--- src/rtl/rxq_pkg.sv ---
package rxq_pkg;
  typedef enum logic [1:0] {
    WR_NONE      = 2'd0,
    WR_APPEND    = 2'd1,
    WR_OVERWRITE = 2'd2
  } wr_kind_e;
endpackage

--- src/rtl/rxq_store.sv ---
module rxq_store #(
  parameter int DATA_W = 8,
  parameter int DEPTH  = 4,
  localparam int PTR_W = (DEPTH > 1) ? $clog2(DEPTH) : 1
) (
  input  logic              clk,
  input  logic              rst,
  input  logic              we,
  input  logic [PTR_W-1:0]  waddr,
  input  logic [DATA_W-1:0] wdata,
  input  logic              rd_en,
  input  logic              rd_zero,
  input  logic [PTR_W-1:0]  raddr,
  output logic [DATA_W-1:0] rd_data
);
  logic [DATA_W-1:0] mem [DEPTH];

  // plain synchronous write port, no reset, so a RAM can be inferred
  always_ff @(posedge clk) begin
    if (we) mem[waddr] <= wdata;
  end

  always_ff @(posedge clk) begin
    if (rst)        rd_data <= '0;
    else if (rd_en) rd_data <= rd_zero ? '0 : mem[raddr];
  end
endmodule

--- src/rtl/rxq_ctrl.sv ---
module rxq_ctrl
  import rxq_pkg::*;
#(
  parameter int DEPTH  = 4,
  localparam int PTR_W = (DEPTH > 1) ? $clog2(DEPTH) : 1,
  localparam int CNT_W = $clog2(DEPTH + 1)
) (
  input  logic             clk,
  input  logic             rst,
  input  logic             rx_en,
  input  logic             push_valid,
  input  logic             brk_evt,
  input  logic             flush,
  input  logic             rd_stb,
  output wr_kind_e         wr_kind,
  output logic [PTR_W-1:0] waddr,
  output logic [PTR_W-1:0] raddr,
  output logic             rd_empty,
  output logic             data_avail,
  output logic             queue_full,
  output logic             can_accept
);
  localparam logic [CNT_W-1:0] FULL_CNT = CNT_W'(DEPTH);
  localparam logic [PTR_W-1:0] LAST_IDX = PTR_W'(DEPTH - 1);

  function automatic logic [PTR_W-1:0] ptr_inc(input logic [PTR_W-1:0] p);
    return (p == LAST_IDX) ? '0 : p + 1'b1;
  endfunction

  function automatic logic [PTR_W-1:0] ptr_dec(input logic [PTR_W-1:0] p);
    return (p == '0) ? LAST_IDX : p - 1'b1;
  endfunction

  logic [PTR_W-1:0] rptr, wptr, rptr_nx, wptr_nx;
  logic [CNT_W-1:0] cnt, cnt_left, cnt_nx;
  logic             take, accept;

  always_comb begin
    take     = rd_stb && (cnt != '0);
    accept   = push_valid && rx_en && !queue_full && !brk_evt;
    cnt_left = cnt - {{(CNT_W-1){1'b0}}, take};
    wr_kind  = WR_NONE;
    if (!flush) begin
      if (brk_evt) wr_kind = (cnt_left == FULL_CNT) ? WR_OVERWRITE : WR_APPEND;
      else if (accept) wr_kind = WR_APPEND;
    end
    waddr   = (wr_kind == WR_OVERWRITE) ? ptr_dec(wptr) : wptr;
    raddr   = rptr;
    rd_empty = (cnt == '0);
    if (flush) begin
      cnt_nx  = '0;
      rptr_nx = '0;
      wptr_nx = '0;
    end else begin
      cnt_nx  = cnt_left + {{(CNT_W-1){1'b0}}, (wr_kind == WR_APPEND)};
      rptr_nx = take ? ptr_inc(rptr) : rptr;
      wptr_nx = (wr_kind == WR_APPEND) ? ptr_inc(wptr) : wptr;
    end
  end

  always_ff @(posedge clk) begin
    if (rst) begin
      cnt        <= '0;
      rptr       <= '0;
      wptr       <= '0;
      data_avail <= 1'b0;
      queue_full <= 1'b0;
    end else begin
      cnt        <= cnt_nx;
      rptr       <= rptr_nx;
      wptr       <= wptr_nx;
      data_avail <= (cnt_nx != '0);
      queue_full <= (cnt_nx == FULL_CNT);
    end
  end

  assign can_accept = rx_en && !queue_full;


  cnt_bound_chk: assert property (@(posedge clk) disable iff (rst)
    cnt <= FULL_CNT);


  full_has_data_chk: assert property (@(posedge clk) disable iff (rst)
    queue_full |-> data_avail);


  flush_clears_chk: assert property (@(posedge clk) disable iff (rst)
    flush |=> (!data_avail && !queue_full));


  brk_keeps_full_chk: assert property (@(posedge clk) disable iff (rst)
    (brk_evt && queue_full && !rd_stb && !flush) |=> queue_full);


  empty_read_idle_chk: assert property (@(posedge clk) disable iff (rst)
    (rd_stb && !data_avail && !push_valid && !brk_evt && !flush) |=> !data_avail);


  rd_push_count_chk: assert property (@(posedge clk) disable iff (rst)
    (rd_stb && data_avail && accept && !flush) |=> (cnt == $past(cnt)));
endmodule

--- src/rtl/rx_hold_queue.sv ---
module rx_hold_queue
  import rxq_pkg::*;
#(
  parameter int DATA_W = 8,
  parameter int DEPTH  = 4
) (
  input  logic              clk,
  input  logic              rst,
  input  logic              rx_en,
  input  logic              push_valid,
  input  logic [DATA_W-1:0] push_data,
  input  logic              brk_evt,
  input  logic              flush,
  input  logic              rd_stb,
  input  logic              brk_clr,
  output logic [DATA_W-1:0] rd_data,
  output logic              data_avail,
  output logic              queue_full,
  output logic              can_accept,
  output logic              brk_flag
);
  localparam int PTR_W = (DEPTH > 1) ? $clog2(DEPTH) : 1;

  wr_kind_e          wr_kind;
  logic [PTR_W-1:0]  waddr, raddr;
  logic              rd_empty;
  logic [DATA_W-1:0] wdata;

  assign wdata = brk_evt ? '0 : push_data;

  rxq_ctrl #(.DEPTH(DEPTH)) u_ctrl (
    .clk        (clk),
    .rst        (rst),
    .rx_en      (rx_en),
    .push_valid (push_valid),
    .brk_evt    (brk_evt),
    .flush      (flush),
    .rd_stb     (rd_stb),
    .wr_kind    (wr_kind),
    .waddr      (waddr),
    .raddr      (raddr),
    .rd_empty   (rd_empty),
    .data_avail (data_avail),
    .queue_full (queue_full),
    .can_accept (can_accept)
  );

  rxq_store #(.DATA_W(DATA_W), .DEPTH(DEPTH)) u_store (
    .clk     (clk),
    .rst     (rst),
    .we      (wr_kind != WR_NONE),
    .waddr   (waddr),
    .wdata   (wdata),
    .rd_en   (rd_stb),
    .rd_zero (rd_empty),
    .raddr   (raddr),
    .rd_data (rd_data)
  );

  always_ff @(posedge clk) begin
    if (rst)          brk_flag <= 1'b0;
    else if (brk_evt) brk_flag <= 1'b1;
    else if (brk_clr) brk_flag <= 1'b0;
  end


  brk_sets_flag_chk: assert property (@(posedge clk) disable iff (rst)
    brk_evt |=> brk_flag);


  empty_read_zero_chk: assert property (@(posedge clk) disable iff (rst)
    (rd_stb && !data_avail) |=> (rd_data == '0));
endmodule

--- config.mk ---
export PLATFORM = sky130hd
export DESIGN_NAME = rx_hold_queue
export DESIGN_NICKNAME = d
export VERILOG_FILES = /design/src/rtl/rxq_pkg.sv /design/src/rtl/rxq_store.sv /design/src/rtl/rxq_ctrl.sv /design/src/rtl/rx_hold_queue.sv
export SDC_FILE = /design/constraint.sdc
export NUM_CORES = 1
export LEC_CHECK = 0
export ABC_CLOCK_PERIOD_IN_PS = 7600
export CAP_MARGIN = 40
export CORE_UTILIZATION = 29
export CTS_CLUSTER_DIAMETER = 150
export DETAILED_ROUTE_END_ITERATION = 7
export PLACE_DENSITY = 0.52
export SLEW_MARGIN = 20
export SYNTH_ARGS = -nofsm -noshare
export SYNTH_HDL_FRONTEND = slang
export SYNTH_SLANG_ARGS = --single-unit
export TNS_END_PERCENT = 1
--- constraint.sdc ---
create_clock -name clk -period 7.6 [get_ports clk]
set_input_delay 1.52 -clock clk [delete_from_list [all_inputs] [get_ports clk]]
set_output_delay 1.52 -clock clk [all_outputs]
set_load 0.02 [all_outputs]
# Word-level counts from Yosys, hierarchy flattened
# Memory sizes are Yosys's and may differ from the RTL's. A register that Yosys moved wholly into a read port is not among the register bits.
# Cells that the tools add are included.
op_classes:
  addsub: 5
  n_eq_ne: 6
  muxes: 17
  reduce_logical: 14
ops:
  columns: ["op", "count"]
  rows:
  - ["$mux 2", 9]
  - ["$mux 8", 2]
  - ["$eq 2x2->1 const B", 3]
  - ["$eq 3x3->1 const B", 2]
  - ["$reduce_bool 3->1", 2]
  - ["$logic_and 1x1->1", 5]
  - ["$mux 1", 5]
  - ["$add 2x1->2 const B", 2]
  - ["$reduce_bool 2->1", 2]
  - ["$add 3x1->3", 1]
  - ["$logic_not 3->1", 1]
  - ["$mux 3", 1]
  - ["$sub 3x1->3", 1]
  - ["$eq 2x1->1 const B", 1]
  - ["$logic_not 1->1", 2]
  - ["$logic_not 2->1", 1]
  - ["$reduce_or 2->1", 1]
  - ["$sub 2x1->2 const B", 1]
word_totals:
  regBits: 18
  mem_bits_rw: 32
  input_bits: 16
  out_inout_bits: 12
  wordCells: 50
  memories: 1
memory_table:
  columns: ["name", "words", "word_bits", "rd", "rd_ports_with_merged_regs", "wr", "line_no", "rtl"]
  rows:
  - ["u_store.mem", 4, 8, 1, 1, 1, "rxq_store.sv:16", "logic [DATA_W-1:0] mem [DEPTH];"]

# Depth between registers and ports, before layout
# Gate-level depths: netlist of run 1.
logic_depth:
  word_depth: 11
  ltp_mapped: 11
  depth_no_buf: 11

# Hierarchy
# From an unflattened synthesis of run 1, not the netlist that was laid out.
unflattened:
  cells_unflattened: 143
  hier_area_um2: 2129.5
modules_own_cells:
  columns: ["module", "n_inst", "cells_each", "area_each_um2", "seq_area_each_um2"]
  rows:
  - ["rxq_store", 1, 74, 1487.7, 1121.1]
  - ["rxq_ctrl", 1, 56, 530.5, 180.2]
  - ["rx_hold_queue", 1, 13, 111.4, 20.0]

# Worst setup path before layout of run 1
# OpenSTA, ideal clock, no wires.
synth_timing:
  kind: "input-to-reg"
  from: "input rd_stb"
  to: "memory u_store.mem[1][0] (enable)"
  setup_ps: 388
  arrival_time_ps: 3140
  required_ps: 7212
  slack_ps: 4072
  stages: 7
  path_buffers: 0
  path_cell_list: "o31ai_2 inv_1 ha_1 ha_1 nand4b_1 o21ai_0 o32ai_1"
synth_between:
  elab_chain_len: 9
  word_cells_on_any_way: 11
  cone_classes: "1 x add/sub; 2 x eq/ne; 6 x mux; 2 x reduce/logical"
synth_rtl:
  columns: ["element", "line_no", "rtl"]
  rows:
  - ["from (decl)", "rx_hold_queue.sv:14", "input logic rd_stb,"]
  - ["$logic_and 1x1->1 (*)", "rxq_ctrl.sv:39", "take = rd_stb && (cnt != '0);"]
  - ["net u_ctrl.take", "rxq_ctrl.sv:36", "logic take, accept;"]
  - ["$sub 3x1->3 (*)", "rxq_ctrl.sv:41", "cnt_left = cnt - {{(CNT_W-1){1'b0}}, take};"]
  - ["$eq 3x3->1 (*)", "rxq_ctrl.sv:44", "if (brk_evt) wr_kind = (cnt_left == FULL_CNT) ? WR_OVERWRITE : WR_APPEND;"]
  - ["$mux 2 (*) (2 in series)", "rxq_ctrl.sv:44", null]
  - ["$mux 2 (*)", "rxq_ctrl.sv:43", "if (!flush) begin"]
  - ["$reduce_bool 2->1", "rx_hold_queue.sv:51", ".we (wr_kind != WR_NONE),"]
  - ["$mux 1", "rxq_store.sv:20", "if (we) mem[waddr] <= wdata;"]
  - ["$mux 1 (not written as such)", "rxq_store.sv:20", null]
  - ["to (decl)", "rxq_store.sv:16", null]
# Mark *: on every way through the listed nets, which the timed path passes. The rest lies on a longest branch.

# Final worst setup path of run 1
layout_timing:
  from: "input rx_en"
  to: "output can_accept"
layout_between:
  elab_chain_len: 1
layout_rtl:
  columns: ["element", "line_no", "rtl"]
  rows:
  - ["from (decl)", "rx_hold_queue.sv:9", "input logic rx_en,"]
  - ["$logic_and 1x1->1", "rxq_ctrl.sv:77", "assign can_accept = rx_en && !queue_full;"]
  - ["to (decl)", "rx_hold_queue.sv:19", "output logic can_accept,"]
# Every way passes these cells.

==> results summary, run 1 <==
The critical path required time came out at 6.08 ns. The number of distinct library cell variants in the gate-level netlist after synthesis is 29. The CTS clock-pin slew for the worst setup and hold paths came out at 0.09 ns. The total of flip-flops plus latches after synthesis is 52. The sum of net half-perimeters after detailed placement came out at 2.75 mm. CTS built an H-tree with a depth of 2.

For this run, the detailed router's first-pass iteration total came to 4. The clock tree from TritonCTS is built. For this design, the CTS-stage hold fixing added 0 buffers. The worst setup path is launched from a primary input. The total global-route track usage came out at 11.8%.

The overall die height came out at 86.9 um. The number of slew-limit violations in the final report came out at 0. The length of routed met3 wiring is 134 um. The number of clock sinks is 52. The maximum clock path buffer count came out at 2.

The transition time at the pin with the least slew margin is 0.737 ns. The number of antenna violations at the first check in global routing is 0. The number of global-route vias before repair is 1329. The final estimated routing congestion in global placement came out at 0.706. The final hold violation count came out at 0. The maximum clock skew at final layout came out at 0.00495 ns. Setup repair after global routing left no endpoint under its margin. The total negative slack came out at 0 ns.

The critical path goes through clkdlybuf4s50_1, nor2b_1, clkdlybuf4s50_1. The final worst-path cycle share came out at 55.7%. The shortest period the worst path allows came out at 4.23 ns. The worst pin sits at a relative slew slack of 50.7%. The post-synthesis to final-layout area growth is 24.2%.

The global-route wire length before repair is 6.50 mm. In the synthesized netlist the async set-or-reset flop fraction comes to 0%. The total of max-cap violations is 0.

The aggregate routed wire length is 3.88 mm. The number of antenna repair diodes is 0. In this run, synthesis inferred 32 flip-flops with an integrated enable.

The path type of the worst setup path is in -> out. The number of core rows came out at 30. The met1 wire length is 1.79 mm.

The total CTS buffers is 5. The count of nets left with antenna violations once routing finished came out at 0. The non-filler instance count after layout is 272.

28 I/O pins were placed. The total power of the final layout is 0.000553 W. The largest incremental delay on the critical path is 0.61 ns. The count of cells resized by post-cts repair came out at 0. The starting density of the core came out at 30.5%. The port buffer count came out at 27.

The most used flip-flop cell after synthesis is edfxtp_1. The peak fanout along the critical path came out at 2. The post-synthesis area per instance came out at 14.8 um2. The floorplan die width came out at 86.9 um. In the detailed route, the total length drawn on met2 is 1.94 mm. The net count after synthesis is 164. The number of fill cells in the layout is 654. The worst setup path is captured at an output port. The final global-route overflow total is 0. The flow ran to the end, and the final reports show no timing, DRC or antenna violations. The cell at the root of the clock tree is clkbuf_8. STA puts the critical path data arrival time at 2.71 ns. Setup violations remaining at the end of the flow were counted as 0. The cell type with the highest occurrence count on the critical path is clkdlybuf4s50_1.

The analysis attributes to cell leakage a power of 0.922 nW. Entering global routing, the biggest net connects 16 pins. The number of instances in the synthesized netlist came out at 141. The number of DRC violations after detailed routing is 0.

The fmax is 236 MHz. The area of the core came out at 6870 um2. The number of post-CTS setup repair buffers is 0. The worst hold path belongs to the class reg -> reg. The worst voltage drop across the vdd grid is 0.0790 mV. Summing every instance area after synthesis gives 2090 um2.

The number of placed instances, taps included came out at 262. The number of nets in the layout came out at 198. The ratio of routed vias to standard cells came out at 4.52. The share of layout cells above drive strength 1 is 14.2%.

In the final routed layout, each cell accounts on average for 14.3 um. The number of warnings issued by yosys came out at 0. Of the synthesized area, sequential elements account for 65.1%.

The insertion delay of the later-clocked pin in the worst-skew pair came out at 0.29 ns. The top layer reached by signal wires is met4. The worst hold margin is 0.482 ns. The area of the die is 7560 um2. The number of violations reported at the end of detailed-routing iteration 0 came out at 44. The critical-path cell with the highest stage delay is clkdlybuf4s50_1.

The number of vias in the routed layout came out at 1229. The power density over the cells came out at 213 nW/um2.
[Yosys cell counts (3+ instances only)]
master    number  share of area (%)
edfxtp_1      32                 46
dfxtp_1       20                 19
nor2_1        10                1.8
inv_1          9                1.6
nor2b_1        9                2.7
a22o_1         8                3.3
mux4_2         8                8.6
ha_1           7                4.2
a21oi_1        5                1.2
clkbuf_1       3               0.54
o31ai_2        3                1.8
[metrics by stage]
| step | cell area (um2) | worst slack (ns) | util (%) |
|---|---|---|---|
| 2_1_floorplan | 2090 | 4.07 | - |
| 3_3_place_gp | 2480 | 3.32 | 36.1 |
| 3_5_place_dp | 2480 | 3.24 | 36.1 |
| 4_1_cts | 2590 | 3.36 | 37.7 |
| 5_1_grt | 2600 | 3.25 | 37.8 |
| 6_report | 2600 | 3.37 | 37.8 |
[cells by family (layout without fill, tap and decap cells)]
kind of cell | after synthesis | after routing | share of synthesized area, %
AOI/OAI and AO/OA | 22 | 22 | 8.49
xor gates and xnor gates | 3 | 3 | 1.26
and+or+nand+nor | 35 | 35 | 9.51
muxes | 9 | 9 | 9.09
buffers and inverters | 13 | 48 | 2.39
DFF | 52 | 52 | 65.1
adders and majority gates | 7 | 7 | 4.19
[final cells by class]
type                       instances  area (um2)  share of cell area, %
multi-input combinational         76         681                   26.2
sequential                        52        1360                   52.4
clock inverter                     2        35.0                   1.35
clock buffer                       6        72.6                   2.79
timing repair buffer              31         295                   11.4
tap                               96         120                   4.62
inverter                           9        33.8                   1.30
[critical path, delay by kind of cell]
kind / cells / cell delay (ns)
simple gates: 1 / 0.12
buf+inv: 2 / 1.08
[power by group]
group | internal, W | switching (W)
clock network | 0.0000977 | 0.0000833
logic | 0.0000291 | 0.0000292
registers | 0.000309 | 0.00000469
[routing by layer]
metal,global-route usage [%],vias up
met5,0,-
met4,4.85,0
met3,3.51,2
met2,19.4,24
met1,14.5,604
li1,-,599
[layout by cell type (no fill, tap or decap)]
cell type,synthesis,routed
a21oi_1,5,5
a22o_1,8,8
and2_1,2,2
and2_4,1,1
and3b_1,1,1
buf_2,1,2
buf_4,0,2
bufinv_16,0,1
clkbuf_1,3,1
clkbuf_8,0,5
clkdlybuf4s50_1,0,27
clkinv_2,0,1
dfxtp_1,20,20
edfxtp_1,32,32
ha_1,7,7
inv_1,9,9
mux2i_1,1,1
mux4_2,8,8
nand3_1,2,2
nand4_1,2,2
nand4b_1,2,2
nor2_1,10,10
nor2b_1,9,9
nor3_1,2,2
nor4_1,1,1
o21ai_0,2,2
o21ba_2,1,1
o21bai_1,1,1
o31ai_2,3,3
o32ai_1,2,2
or2_2,1,1
or3_1,2,2
xnor2_1,2,2
xor2_1,1,1
[registers in the layout, summed over array words and instances (netlist names), named ones only]
name / cells
u_ctrl.data_avail: 1
u_ctrl.raddr: 2
brk_flag: 1
u_store.mem: 32
u_store.rd_data: 8
u_ctrl.cnt: 3
u_ctrl.queue_full: 1
u_ctrl.wptr: 2
[worst paths after layout]
check        slack, ns            endpoint          startpoint  cells past startpoint
max               3.37          can_accept               rx_en                      3
min               0.48  u_store.rd_data[5]  u_store.rd_data[5]                      1
max reg2reg       4.74   u_store.mem[0][2]       u_ctrl.cnt[2]                      9
min reg2reg       0.48  u_store.rd_data[5]  u_store.rd_data[5]                      1
No activity file was read; power rests on OpenSTA's default activity.
==> inputs of run 2 (changes only) <==
--- a/config.mk
+++ b/config.mk
@@ -5,7 +5,7 @@
 export SDC_FILE = /design/constraint.sdc
 export NUM_CORES = 1
 export LEC_CHECK = 0
-export ABC_CLOCK_PERIOD_IN_PS = 7600
+export ABC_CLOCK_PERIOD_IN_PS = 3900
 export CAP_MARGIN = 40
 export CORE_UTILIZATION = 29
 export CTS_CLUSTER_DIAMETER = 150
==> constraint.sdc (replaced) <==
create_clock -name clk -period 3.9 [get_ports clk]
set_input_delay 0.78 -clock clk [delete_from_list [all_inputs] [get_ports clk]]
set_output_delay 0.78 -clock clk [all_outputs]
set_load 0.02 [all_outputs]
==> run 2 against run 1 <==
Final area grew 0.92%. Setup slack lost 2.5 ns. Die area unchanged. Count of clock-buffer cells in the layout rose by 1. Highest routed layer unchanged. Global-route usage rose by 0.65 points. Critical path depth increased by 7. Via count rose by 1.9%. Sequential power grew 95%.
==> results summary, run 2 (synthesized netlist as in run 1, its figures left out) <==
The run finished with clean final reports. The die is 86.9 um wide. The total negative slack is 0 ns.

The worst slack after detailed placement is 0.540 ns. The worst setup margin came out at 0.819 ns. The CTS clock-pin slew for the worst setup and hold paths is 0.09 ns. For met2 alone, demand over resource in global routing was 22.5%. The transition time at the pin with the least slew margin is 0.781 ns. The maximum clock path buffer count is 2.

Leaving out fill and tap cells, the most frequent cell in the layout is edfxtp_1. The final worst-path cycle share is 79.0%. The internal power of the cells totals 0.000885 W. The total global-route track usage came out at 12.5%.

The number of nets with antenna violations after detailed routing is 0. The post-synthesis to final-layout area growth is 25.4%. Setup repair after global routing left no endpoint under its margin. Traced cell by cell, the critical path runs through clkdlybuf4s50_1, o31ai_2, inv_1, ha_1, ha_1, nand4b_1, nor2_1, o21ai_0, o32ai_1, buf_4. The number of core rows came out at 30. The final hold violation count came out at 0. The largest incremental delay on the critical path came out at 0.44 ns.

The smallest clock period supported by the final layout is computed as 3.08 ns. The average wire length per cell after detail routing is 15.4 um. The number of antenna repair diodes came out at 0.

The port buffer count is 27. The aggregate routed wire length is 4.20 mm. The area occupied by multi-input gates came out at 681 um2. The number of clock sinks came out at 52. Of the cells placed in the final design, the portion with a size suffix greater than 1 is 14.8%.

The final global-route overflow total is 0. The ratio of routed vias to standard cells is 4.60. On the critical path, the stage with the largest delay is an instance of clkdlybuf4s50_1. The worst setup path is captured at a register. The iteration count of the initial detailed-routing pass is 4. Net switching is 21.0% of the power. The critical path in this run is classified as in -> reg. The number of fill cells in the layout came out at 653. The clock network fraction of total power came out at 35.1%.

The HPWL after detailed placement is 2.92 mm. The total power of the final layout is 0.00112 W. Registers are responsible for 54.6% of the overall power. The number of ports placed on the die boundary came out at 28. Dividing total power by cell area gives a power density of 427 nW/um2. The worst hold path belongs to the class reg -> reg. The maximum clock skew at final layout is 0.00783 ns. The fmax is 325 MHz. The final layout contains 198 nets. The number of vias in the routed layout is 1252. In this run the worst path has a maximum fanout of 8. The global-route wire length before repair came out at 6.82 mm.

Setup violations remaining at the end of the flow were counted as 0. Routability-driven placement finished with a final weighted congestion of 0.673. The power dissipated by switching net loads is 0.000235 W. The total of max-cap violations came out at 0.

The insertion delay of the later-clocked pin in the worst-skew pair came out at 0.30 ns. STA puts the critical path data required time at 3.91 ns. The worst voltage drop across the vdd grid came out at 0.150 mV.

Per report_power, the combinational group accounts for 10.3% of the total. The number of DRC violations after detailed routing came out at 0. The worst register-to-register path begins at u_ctrl.cnt[2]. The cell type with the highest occurrence count on the critical path is ha_1. The clock tree synthesis step divided the H-tree into 2 levels. The tightest slew margin relative to the limit came out at 47.8%. The met1 track demand over resource in global routing is 13.8%.

The endpoint of the most critical register-to-register path is u_store.mem[3][6]. For hold timing, the worst endpoint is u_store.rd_data[7]. The number of hold-repair buffers added at the cts stage is 0.

The number of violations reported at the end of detailed-routing iteration 0 is 35. The top cell types in the final layout, fill and taps aside, are edfxtp_1 (32), clkdlybuf4s50_1 (27), dfxtp_1 (20). The count of cells along the worst register-to-register path is 9. In this run the register-to-register setup slack is 1.11 ns. The area used by sequential logic in the layout is 1360 um2. Hold timing on the final database bottoms out at a slack of 0.486 ns. The area of the die is 7560 um2. At the end of the flow the core is filled with cells to 38.2%.

The total CTS buffers is 5. The global routing met3 resource utilization is 3.32%. The starting density of the core is 30.5%. The area of the core came out at 6870 um2.

The number of antenna violations at the first check in global routing came out at 0. The number of buffers and inverters on the critical path is 3. The die is 86.9 um tall. The number of post-CTS setup repair buffers came out at 0.

The leakage power total is 0.931 nW. The instance count along the most critical hold path came out at 1. The number of global-route vias before repair came out at 1376. The largest registers in the layout are u_store.mem x32, u_store.rd_data x8, u_ctrl.cnt x3. The root buffer cell chosen for the clock tree is clkbuf_8. The global routing stage identified its most utilized layer as met2. The data arrival time of the worst path came out at 3.09 ns. The startpoint identified for the worst hold timing path is u_store.rd_data[7].

The clock tree from TritonCTS is built. Among cell families on the critical path, the largest total delay comes from buffers and inverters. More flip-flops sit in one register than any other, and that register is u_store.mem. The count of cells resized by post-cts repair is 0. The startpoint type of the worst setup path is a primary input.

The register with the most flip-flops in the layout has 32 of them. The pin count of the biggest net entering global routing is 16. The number of slew-limit violations in the final report is 0.
run 2: changes by cell type in the layout (fill, tap and decap cells not counted), sizes merged:
| cell | delta |
|---|---|
| clkbuf | +1 |
| clkinv | -1 |
run 2: power groups by stage:
stage | registers [W] | logic (W) | clock network (W)
4_1_cts | 0.000612 | 0.000117 | 0.000407
6_report | 0.000611 | 0.000116 | 0.000393
5_1_grt | 0.000614 | 0.000128 | 0.000427
3_5_place_dp | 0.000624 | 0.000117 | 0
3_3_place_gp | 0.000623 | 0.000114 | 0
2_1_floorplan | 0.000627 | 0.0000639 | 0
run 2: metal layers:
layer	up-vias	wire length, um
met5	-	0
met4	0	80
met3	9	167
met2	28	2130
met1	611	1820
li1	604	-
run 2: worst max-delay path by stage:
stage                start  depth (start not counted)  slack, ns                 to
floorplan           rd_stb                          7       1.11  u_store.mem[1][0]
global placement    rd_stb                         12       0.57  u_ctrl.data_avail
detailed placement  rd_stb                         11       0.54  u_ctrl.queue_full
CTS                 rd_stb                         11       0.82  u_ctrl.queue_full
global route        rd_stb                         12       0.61  u_ctrl.data_avail
finish              rd_stb                         10       0.82  u_store.mem[3][6]
run 2: metrics by stage:
stage | cell area, um2 | instances
6_report | 2620 | 272
5_1_grt | 2620 | 272
4_1_cts | 2620 | 272
3_5_place_dp | 2500 | 264
3_3_place_gp | 2500 | 264
2_1_floorplan | 2090 | 141
run 2: layout make-up:
cell class | count | share of cell area (%)
clock inverters | 1 | 1.15
flip-flops and latches | 52 | 51.9
clock buffers | 7 | 3.67
repair buffers | 31 | 11.5
well taps | 96 | 4.58
inverters | 9 | 1.29
multi-input cells | 76 | 26.0
==> inputs of run 3 (changes only) <==
--- a/config.mk
+++ b/config.mk
@@ -5,7 +5,7 @@
 export SDC_FILE = /design/constraint.sdc
 export NUM_CORES = 1
 export LEC_CHECK = 0
-export ABC_CLOCK_PERIOD_IN_PS = 3900
+export ABC_CLOCK_PERIOD_IN_PS = 3000
 export CAP_MARGIN = 40
 export CORE_UTILIZATION = 29
 export CTS_CLUSTER_DIAMETER = 150
==> constraint.sdc (replaced) <==
create_clock -name clk -period 3 [get_ports clk]
set_input_delay 0.6 -clock clk [delete_from_list [all_inputs] [get_ports clk]]
set_output_delay 0.6 -clock clk [all_outputs]
set_load 0.02 [all_outputs]
==> run 3 against run 2 <==
Core utilization hardly changed. Count of clock-buffer cells in the layout is 1 lower. Sequential power is 30% higher. Setup slack worse by 0.55 ns. Non-clock buffer count is 6 higher. Final area hardly changed. Critical path depth is 1 higher. Sequential share of layout area hardly changed. Register-to-register slack worse by 0.63 ns. Global-route usage is 0.43 points lower. Combinational power is 37% higher. Largest power group unchanged.
==> results summary, run 3 (synthesized netlist as in run 1, its figures left out) <==
The share of power burned in combinational logic came out at 11.9%. The cell area after layout is 2630 um2. Leaving out fill and tap cells, the most frequent cells in the layout are edfxtp_1 (32), clkdlybuf4s50_1 (27), dfxtp_1 (20). The number of antenna repair diodes is 0. The number of antenna violations at the first check in global routing came out at 0. The startpoint identified for the worst register-to-register timing path is u_ctrl.cnt[2].

The number of vias in the routed layout is 1254. Setup repair after global routing left no endpoint under its margin. The critical path is of the in -> reg type. Cells with a size suffix above 1 make up 16.5% of the layout. The worst setup slack for register-to-register paths came out at 0.48 ns. The worst setup margin is 0.266 ns. The aggregate routed wire length came out at 4.02 mm. For the worst setup path, the data required time is 3.21 ns. In the final layout, the registers with the most flip-flops are u_store.mem x32, u_store.rd_data x8, u_ctrl.cnt x3. The number of ports placed on the die boundary came out at 28. The total global-route track usage came out at 12.0%. The number of core rows came out at 30. In this run, post-CTS repair resized a total of 0 instances. The worst setup path is launched from a primary input.

The power density over the cells is 509 nW/um2. The critical path starts at rd_stb. The number of flip-flops under the largest register name came out at 32. The maximum clock skew at final layout is 0.00803 ns.

The sequential fraction of design power came out at 59.4%. TritonCTS built the clock tree. The worst pin sits at a relative slew slack of 51.0%. For the pin with the worst max-slew slack, the measured transition is 0.732 ns. Counting flops per register, the top entry is u_store.mem. The number of nets with antenna violations after detailed routing came out at 0. In this run the static leakage power is 0.935 nW. The number of post-CTS setup repair buffers came out at 0. The H-tree level count came out at 2. The die covers 7560 um2. Input and output buffers added on the ports amount to 27.

In the final timing run, aggregate negative setup slack is 0 ns. The final estimated routing congestion in global placement came out at 0.764. The peak fanout along the critical path is 3. The final count of negative-setup-slack endpoints is 0. The sum of net half-perimeters after detailed placement is 2.84 mm.

The number of global-route vias before repair is 1343. After global routing the overflow that remains totals 0. The fraction of power spent switching nets is 23.2%. For this configuration, the core starts out at a cell density of 30.5%. At the worst endpoint, the arrival time is 2.95 ns.

The worst hold path class is reg -> reg. The power dissipated by switching net loads is 0.000310 W. The insertion delay of the later-clocked pin in the worst-skew pair is 0.30 ns. The clock network fraction of total power came out at 28.7%.

The library cell used most frequently in the layout, excluding fill and tap cells, is edfxtp_1. Max-cap violations in this run came to 0. The total CTS buffers is 5. Across the VDD grid, the largest voltage drop is 0.186 mV.

The global-route wire length before repair came out at 6.47 mm. The shortest period the worst path allows came out at 2.73 ns. The end point of the critical path is u_ctrl.queue_full.

The ratio of routed vias to standard cells came out at 4.51. The cell-internal power came out at 0.00103 W. The critical path endpoint category is a register.

The overall die height is 86.9 um. The number of hold-repair buffers added at the cts stage came out at 0. The final worst-path cycle share is 91.1%. The fmax came out at 366 MHz. The number of violations reported at the end of detailed-routing iteration 0 came out at 48. The worst slack after detailed placement is -0.0422 ns. The region available for standard cell placement spans 6870 um2. After clock tree synthesis, the clock-pin slew on the worst setup and hold paths is 0.09 ns. After detailed routing, the number of remaining DRC violations is 0. The worst register-to-register path ends at u_ctrl.queue_full. The iteration count of the initial detailed-routing pass came out at 4. The cell at the root of the clock tree is clkbuf_8. The clock passes through at most 2 buffers. The post-synthesis to final-layout area growth is 25.5%. The final hold violation count is 0. The number of slew-limit violations in the final report was 0.

The tree built by TritonCTS fans out to 52 sinks. The pin count of the biggest net entering global routing came out at 16. The flow ran to the end, and the final reports show no timing, DRC or antenna violations. The core utilization of the finished layout came out at 38.2%.

The average wire length per cell after detail routing came out at 14.5 um. The floorplan die width came out at 86.9 um. The placement-stage cell area is 2540 um2. The number of nets in the layout is 204. The number of cells on the worst reg-to-reg path is 10.
==> run 3: cell types whose count changed in the layout (fill, tap and decap cells not counted) <==
cell | previous run | this run
buf_4 | 4 | 10
bufinv_16 | 1 | 0
clkbuf_1 | 0 | 1
clkbuf_8 | 7 | 5
clkinv_1 | 0 | 1
clkinvlp_4 | 0 | 1
==> run 3: critical path: stages <==
cell,delay (ns)
clkdlybuf4s50_1,0.44
o31ai_2,0.08
inv_1,0.07
ha_1,0.20
ha_1,0.23
xor2_1,0.20
nand4_1,0.15
and2_4,0.20
ha_1,0.18
ha_1,0.31
nor4_1,0.28
==> run 3: worst min-delay path by stage <==
stage / start / endpoint / slack [ns] / cells after the start
6_report: u_store.rd_data[0] / u_store.rd_data[0] / 0.48 / 1
5_1_grt: u_store.rd_data[4] / u_store.rd_data[4] / 0.50 / 1
4_1_cts: u_store.rd_data[0] / u_store.rd_data[0] / 0.49 / 1
3_5_place_dp: u_store.rd_data[0] / u_store.rd_data[0] / 0.47 / 1
3_3_place_gp: u_store.rd_data[7] / u_store.rd_data[7] / 0.46 / 1
2_1_floorplan: u_ctrl.raddr[1] / register / 0.49 / 2
==> run 3: power by group through the flow <==
stage | clock network, W | logic [W] | registers, W
floorplan | 0 | 0.0000831 | 0.000815
global placement | 0 | 0.000157 | 0.000810
detailed placement | 0 | 0.000161 | 0.000811
CTS | 0.000398 | 0.000162 | 0.000795
global route | 0.000427 | 0.000176 | 0.000797
finish | 0.000383 | 0.000159 | 0.000794
==> run 3: per-stage QoR <==
stage / cells / hold slack, ns / total power [W]
after floorplan: 141 / 0.495 / 0.000898
after global placement: 270 / 0.460 / 0.000966
after detailed placement: 270 / 0.468 / 0.000972
after CTS: 278 / 0.489 / 0.00135
after global routing: 278 / 0.504 / 0.00140
final: 278 / 0.484 / 0.00134
==> run 3: layout make-up <==
type / count / area (um2)
inverter: 9 / 33.8
clock buffer: 6 / 72.6
multi-input combinational: 76 / 681
clock inverter: 2 / 11.3
sequential: 52 / 1360
tap: 96 / 120
timing repair buffer: 37 / 345
fill: 670 / 4240
==> run 3: per-layer routing <==
layer | vias up | global-route usage (%) | part of all wire (%)
met4 | 0 | 4.55 | 1.5
met5 | - | 0 | 0
li1 | 610 | - | -
met3 | 6 | 3.70 | 4.0
met1 | 614 | 13.3 | 44
met2 | 24 | 21.6 | 50
